### config.mk
export PLATFORM = sky130hd
export DESIGN_NAME = clk_out_power_ctrl
export DESIGN_NICKNAME = d
export VERILOG_FILES = /design/src/rtl/cpm_pkg.sv /design/src/rtl/cpm_sync.sv /design/src/rtl/cpm_mode_fsm.sv /design/src/rtl/cpm_out_path.sv /design/src/rtl/clk_out_power_ctrl.sv
export SDC_FILE = /design/constraint.sdc
export NUM_CORES = 1
export LEC_CHECK = 0
export ABC_AREA = 1
export CAP_MARGIN = 25
export CORE_AREA = 2 2 39 41
export DETAILED_ROUTE_END_ITERATION = 12
export DIE_AREA = 0 0 41 43
export GPL_TIMING_DRIVEN = 0
export PLACE_DENSITY = 0.58
export SLEW_MARGIN = 30
export SYNTH_ARGS = -nofsm -noshare
export SYNTH_HDL_FRONTEND = slang
export SYNTH_SLANG_ARGS = --single-unit
### constraint.sdc
create_clock -name clkSrc -period 1.57 [get_ports clkSrc]
set_clock_uncertainty 0.2 [all_clocks]
set_input_delay 0.2355 -clock clkSrc [delete_from_list [all_inputs] [get_ports clkSrc]]
set_output_delay 0.2355 -clock clkSrc [all_outputs]
set_load 0.005 [all_outputs]
### src/rtl/cpm_pkg.sv
`timescale 1ns/1ps
package cpm_pkg;

  // State codes seen on the pwrState port
  typedef enum logic [1:0] {
    ST_RUN  = 2'd0,
    ST_HALT = 2'd1,
    ST_OFF  = 2'd2
  } pwrState_e;

  // Strobes from the mode control to the output datapath
  typedef struct packed {
    logic passClk;   // forward the source clock to the pair
    logic holdHigh;  // park both legs high
    logic loadCfg;   // configuration latch open
  } gateCtl_t;

  function automatic pwrState_e decodePins(input logic pdnN, input logic stpN);
    if (!pdnN)      return ST_OFF;
    else if (!stpN) return ST_HALT;
    else            return ST_RUN;
  endfunction

endpackage

### src/rtl/cpm_sync.sv
`timescale 1ns/1ps
module cpm_sync #(
  parameter int           WIDTH   = 2,
  parameter int           STAGES  = 2,
  parameter logic [WIDTH-1:0] RST_VAL = '0
) (
  input  logic             clk,
  input  logic             rstN,
  input  logic [WIDTH-1:0] asyncIn,
  output logic [WIDTH-1:0] syncOut
);

  logic [WIDTH-1:0] chain [STAGES];

  for (genvar s = 0; s < STAGES; s++) begin : g_stage
    if (s == 0) begin : g_first
      always_ff @(posedge clk or negedge rstN) begin
        if (!rstN) chain[s] <= RST_VAL;
        else       chain[s] <= asyncIn;
      end
    end else begin : g_next
      always_ff @(posedge clk or negedge rstN) begin
        if (!rstN) chain[s] <= RST_VAL;
        else       chain[s] <= chain[s-1];
      end
    end
  end

  assign syncOut = chain[STAGES-1];

endmodule

### src/rtl/cpm_mode_fsm.sv
`timescale 1ns/1ps
module cpm_mode_fsm
  import cpm_pkg::*;
(
  input  logic      clk,
  input  logic      rstN,
  input  logic      pdnSync,
  input  logic      stopSync,
  output pwrState_e stateQ,
  output gateCtl_t  ctl
);

  pwrState_e stateNext;

  always_comb begin
    stateNext = decodePins(pdnSync, stopSync);
  end

  always_ff @(posedge clk or negedge rstN) begin
    if (!rstN) stateQ <= ST_OFF;
    else       stateQ <= stateNext;
  end

  always_comb begin
    ctl          = '0;
    unique case (stateQ)
      ST_RUN:  ctl.passClk  = 1'b1;
      ST_HALT: ctl.holdHigh = 1'b1;
      ST_OFF:  ctl.loadCfg  = 1'b1;
      default: ctl          = '0;
    endcase
  end

  // power-down low lands in off one edge later, stop ignored
  p_off_entry_r3: assert property (@(posedge clk) disable iff (!rstN)
    !pdnSync |=> stateQ == ST_OFF);

  // stop low with power up lands in halted
  p_halt_entry_r2: assert property (@(posedge clk) disable iff (!rstN)
    (pdnSync && !stopSync) |=> stateQ == ST_HALT);

  // both controls high lands in running
  p_run_entry_r1: assert property (@(posedge clk) disable iff (!rstN)
    (pdnSync && stopSync) |=> stateQ == ST_RUN);

  // legal code, exactly one strobe active
  p_state_legal_r6: assert property (@(posedge clk) disable iff (!rstN)
    stateQ != 2'd3 && $countones(ctl) == 1);

endmodule

### src/rtl/cpm_out_path.sv
`timescale 1ns/1ps
module cpm_out_path
  import cpm_pkg::*;
#(
  parameter int MULT_W = 2,
  parameter int MODE_W = 3
) (
  input  logic              clk,
  input  logic              rstN,
  input  gateCtl_t          ctl,
  input  logic [MULT_W-1:0] multPin,
  input  logic [MODE_W-1:0] modePin,
  output logic              outTrue,
  output logic              outComp,
  output logic [MULT_W-1:0] multQ,
  output logic [MODE_W-1:0] modeQ
);

  localparam int CFG_W = MULT_W + MODE_W;

  logic [CFG_W-1:0] cfgQ;
  logic [CFG_W-1:0] cfgPins;

  assign cfgPins = {multPin, modePin};

  always_ff @(posedge clk or negedge rstN) begin
    if (!rstN)            cfgQ <= '0;
    else if (ctl.loadCfg) cfgQ <= cfgPins;
  end

  assign multQ = cfgQ[CFG_W-1:MODE_W];
  assign modeQ = cfgQ[MODE_W-1:0];

  // Output gating: transitions between states may glitch
  always_comb begin
    if (ctl.passClk) begin
      outTrue = clk;
      outComp = ~clk;
    end else begin
      outTrue = ctl.holdHigh;
      outComp = ctl.holdHigh;
    end
  end

  // latch closed outside off
  p_cfg_hold_r5: assert property (@(posedge clk) disable iff (!rstN)
    !ctl.loadCfg |=> $stable(cfgQ));

  // latch captures pins while off
  p_cfg_load_r4: assert property (@(posedge clk) disable iff (!rstN)
    ctl.loadCfg |=> cfgQ == $past(cfgPins));

  // running pair is complementary
  p_run_comp_r1: assert property (@(posedge clk) disable iff (!rstN)
    ctl.passClk |-> outTrue != outComp);

  // halted pair parked high
  p_halt_high_r2: assert property (@(posedge clk) disable iff (!rstN)
    ctl.holdHigh |-> (outTrue && outComp));

  // off pair parked low
  p_off_low_r3: assert property (@(posedge clk) disable iff (!rstN)
    ctl.loadCfg |-> (!outTrue && !outComp));

endmodule

### src/rtl/clk_out_power_ctrl.sv
`timescale 1ns/1ps
module clk_out_power_ctrl
  import cpm_pkg::*;
#(
  parameter int MULT_W      = 2,
  parameter int MODE_W      = 3,
  parameter int SYNC_STAGES = 2
) (
  input  logic              clkSrc,
  input  logic              rstN,
  input  logic              pwrDnN,
  input  logic              stopN,
  input  logic [MULT_W-1:0] multSel,
  input  logic [MODE_W-1:0] modeSel,
  output logic              clkOutP,
  output logic              clkOutN,
  output logic [MULT_W-1:0] multCfg,
  output logic [MODE_W-1:0] modeCfg,
  output logic [1:0]        pwrState
);

  localparam int CTRL_W = 2;

  logic [CTRL_W-1:0] ctrlSync;
  pwrState_e         stateQ;
  gateCtl_t          gateCtl;

  // Reset value 0 decodes as off, matching the state register reset
  cpm_sync #(
    .WIDTH   (CTRL_W),
    .STAGES  (SYNC_STAGES),
    .RST_VAL ('0)
  ) ctrlSync_i (
    .clk     (clkSrc),
    .rstN    (rstN),
    .asyncIn ({pwrDnN, stopN}),
    .syncOut (ctrlSync)
  );

  cpm_mode_fsm modeFsm_i (
    .clk      (clkSrc),
    .rstN     (rstN),
    .pdnSync  (ctrlSync[1]),
    .stopSync (ctrlSync[0]),
    .stateQ   (stateQ),
    .ctl      (gateCtl)
  );

  cpm_out_path #(
    .MULT_W (MULT_W),
    .MODE_W (MODE_W)
  ) outPath_i (
    .clk     (clkSrc),
    .rstN    (rstN),
    .ctl     (gateCtl),
    .multPin (multSel),
    .modePin (modeSel),
    .outTrue (clkOutP),
    .outComp (clkOutN),
    .multQ   (multCfg),
    .modeQ   (modeCfg)
  );

  assign pwrState = stateQ;

endmodule

Word level (Yosys, flattened, before mapping)

Index checks and enable logic that the tools add are counted.

Bits in registers: 11
Output and inout port bits: 9
Word-level logic and storage cells: 15

Equality and inequality tests: 2
Multiplexer cells: 7
Bitwise operators: 1
Reduce and logical (&&, ||, !) cells: 1

Operator list:

| kind                 | number |
|---|---|
| $mux W1              | 6 |
| $eq A2 B1 Y1 const B | 1 |
| $eq A2 B2 Y1 const B | 1 |
| $logic_not A2 Y1     | 1 |
| $mux W2              | 1 |
| $not A1 Y1           | 1 |

Logic depth before layout (Yosys ltp)

Word-level depth: 3
Mapped depth: 4
Depth with buffers taken out: 4

By module

From an unflattened synthesis, not the netlist that was laid out.

Cell total of the unflattened synthesis: 43
Area total of the unflattened synthesis: 404.1 µm²

By module, submodules not included:

| module       | instances | cells each | area an instance (µm²) |
|---|---|---|---|
| cpm_out_path | 1         | 28         | 211.5 |
| cpm_sync     | 1         | 6          | 115.1 |
| cpm_mode_fsm | 1         | 9          | 77.6 |

==> reports/qor.yml <==
routing:
  drtIter0Drc: 4
  drc: 0
  dr_wl_met3_um: 67
  vias: 351
  first_pass_iters: 4
  viasPerCell: 4.33
  wl_met1_um: 321
  wl_um: 825
  wl_per_cell_um: 10.2
  ant_nets: 0
  topRoutingLayerUsed: "met4"
  wl_met2_um: 368
setup_path:
  cp_top_family: "buffers and inverters"
  crit_arrival_ps: 1200
  slowest_stage: "buf_2"
  path_max_fanout: 2
  worst-path-buf-inv: 3
  crit_path_cell_trace: "buf_8 -> buf_6 -> a21oi_2 -> buf_2"
  end_kind: "output pin"
  max_stage_delay_ps: 120
  crit_type: "clock port to output pin"
  cp.required_ps: 1130
  cp-start-kind: "clock port"
floorplanning:
  initial_core_util: 0.278
  core_um2: 1380
  die_x_um: 41
  ioPinCount: 18
  die_h_um: 43
  dieArea_um2: 1760
  num_rows: 14
synthesis:
  synth_seq_cells: 11
  netlist-cell-type-count: 10
  synthAdderAreaFrac: 0
  synth_compound_area_frac: 0.0130
  syn_area_um2: 385
  syn_nets: 43
  synth_xor_area_frac: 0
  synth-simple-area-share: 0.221
  synth_top_family_by_area: "simple AND/OR/NAND/NOR gates"
  muxShareOfSynthArea: 0
  ys_warn_count: 0
  avgSynthCellArea_um2: 11.3
  synth_cells: 34
  synth-seq-area-share: 0.718
clock_tree:
  cts_tree: "done"
  clock_latency_ps: 380
  clkTransAtPathRegs_ps: 70
timing:
  tightest_slew_ps: 493
  setup_ws_ps: -68.2
  finalSetupTns_ps: -136
  rsz0062_at_grt: "true"
  relSlewSlack: 0.670
  finalSetupViolCount: 4
  hold_viol: 0
  finalMaxSlewViolations: 0
placement:
  gp_congestion: 0.638
  dpl.hpwl_um: 519
  dp_cells: 67
  portBuffers: 17
  place_ws_ps: -261
power:
  power_density_nw_per_um2: 1380
  ir_drop_uv: 596
  clkPwrFrac: 0.572
  power.internal_w: 0.000714
  combPwrFrac: 0.099
  p_switching_w: 0.000249
  seqPwrFrac: 0.329
  p_leak_nw: 0.354
  power_w: 0.000963
  p_sw_frac: 0.258
finish:
  nNetsFinal: 74
  diodes: 0
  ff_latch_area_um2: 277
  fillers: 139
  syn_to_final_growth_pct: 80.5
  multi_input_area_um2: 101
  final_cells: 81
  drive_gt1_frac: 0.308
  final_cell_mix: "nand2_1 (10), dfrtp_1 (10), clkdlybuf4s50_1 (8), dlygate4sd2_1 (6), nand3_1 (5)"
global_routing:
  track_usage: 0.137
  antenna_found_initial: 0
  grt_overflow_total: 0
  grt_max_degree: 12
  grt_pass1_wl_mm: 1.32
  grt_pass1_vias: 351
hold_path:
  min_path_type: "input pin to flop"
status:
  violations: "setup timing"
  status: "complete, but fails checks"
run:
  drv_cap: 0
-- flip-flops by register name (all words and copies together) (netlist names) --
name and cells:
modeFsm_i.stateQ 2, ctrlSync_i.chain 2, ctrlSync_i.syncOut 2, outPath_i.cfgQ 5
-- stage by stage --
stage	instance area [um^2]	hold slack, ps	utilization
2_1_floorplan	385	-260	-
3_3_place_gp	576	132	0.416
3_5_place_dp	576	137	0.416
4_1_cts	667	78.7	0.482
5_1_grt	696	76.3	0.503
6_report	696	91.0	0.503
-- path summary, 6_finish.rpt --
check / startpoint / to / slack (ps) / cells past startpoint
max reg2reg: modeFsm_i.stateQ[1] / outPath_i.cfgQ[1] / 320 / 5
min in group asynchronous: rstN / outPath_i.cfgQ[2] / 520 / 2
max: clkSrc / clkOutN / -70 / 4
min: stopN / ctrlSync_i.chain[2] / 90 / 1
min reg2reg: ctrlSync_i.chain[3] / ctrlSync_i.syncOut[1] / 150 / 0
max in group asynchronous: rstN / modeFsm_i.stateQ[1] / 290 / 2
-- cells by family (layout without fill, tap and decap cells) --
logic type / count (synthesis) / in the layout
compound gates: 1 / 1
buf+inv: 3 / 34
flops: 11 / 11
simple gates: 19 / 19
-- power by group through the flow --
stage / combinational, W / clock, W / sequential, W
2_1_floorplan: 0.0000254 / 0.0000231 / 0.000325
3_3_place_gp: 0.0000923 / 0.0000633 / 0.000322
3_5_place_dp: 0.0000935 / 0.0000633 / 0.000323
4_1_cts: 0.0000920 / 0.000498 / 0.000317
5_1_grt: 0.000107 / 0.000588 / 0.000320
6_report: 0.0000953 / 0.000551 / 0.000316
-- per-layer routing --
metal / vias to the layer above / GRT usage
li1: 168 / -
met5: - / 0
met2: 17 / 0.153
met4: 0 / 0.233
met3: 8 / 0.0628
met1: 158 / 0.129
-- final cells by class --
type	instances	share of cell area
inverters	2	0.0144
flip-flops and latches	11	0.397
clock buffers	10	0.122
well taps	16	0.0288
multi-input cells	20	0.146
clock inverters	1	0.00719
repair buffers	20	0.268
plain buffers	1	0.0162
-- Yosys cell counts --
cell type	instances	share of area
a21oi_1	1	0.013
inv_2	1	0.0097
inv_1	1	0.0097
nor2_1	3	0.029
nand2_4	1	0.029
nand3_1	5	0.065
nand2_1	10	0.097
dfstp_2	1	0.068
buf_6	1	0.029
dfrtp_1	10	0.65
-- timing repair --
| item | CTS | global route |
|---|---|---|
| setup endpoints to repair | 11 | 5 |
| hold buffers | 1 | 0 |
| pin swaps | 2 | 3 |
| resized for setup | 21 | 6 |
| hold endpoints to repair | 10 | 0 |
| setup buffers | 2 | 2 |
| gates cloned | 0 | 0 |
Note: power is estimated with default switching activity, not from simulation.
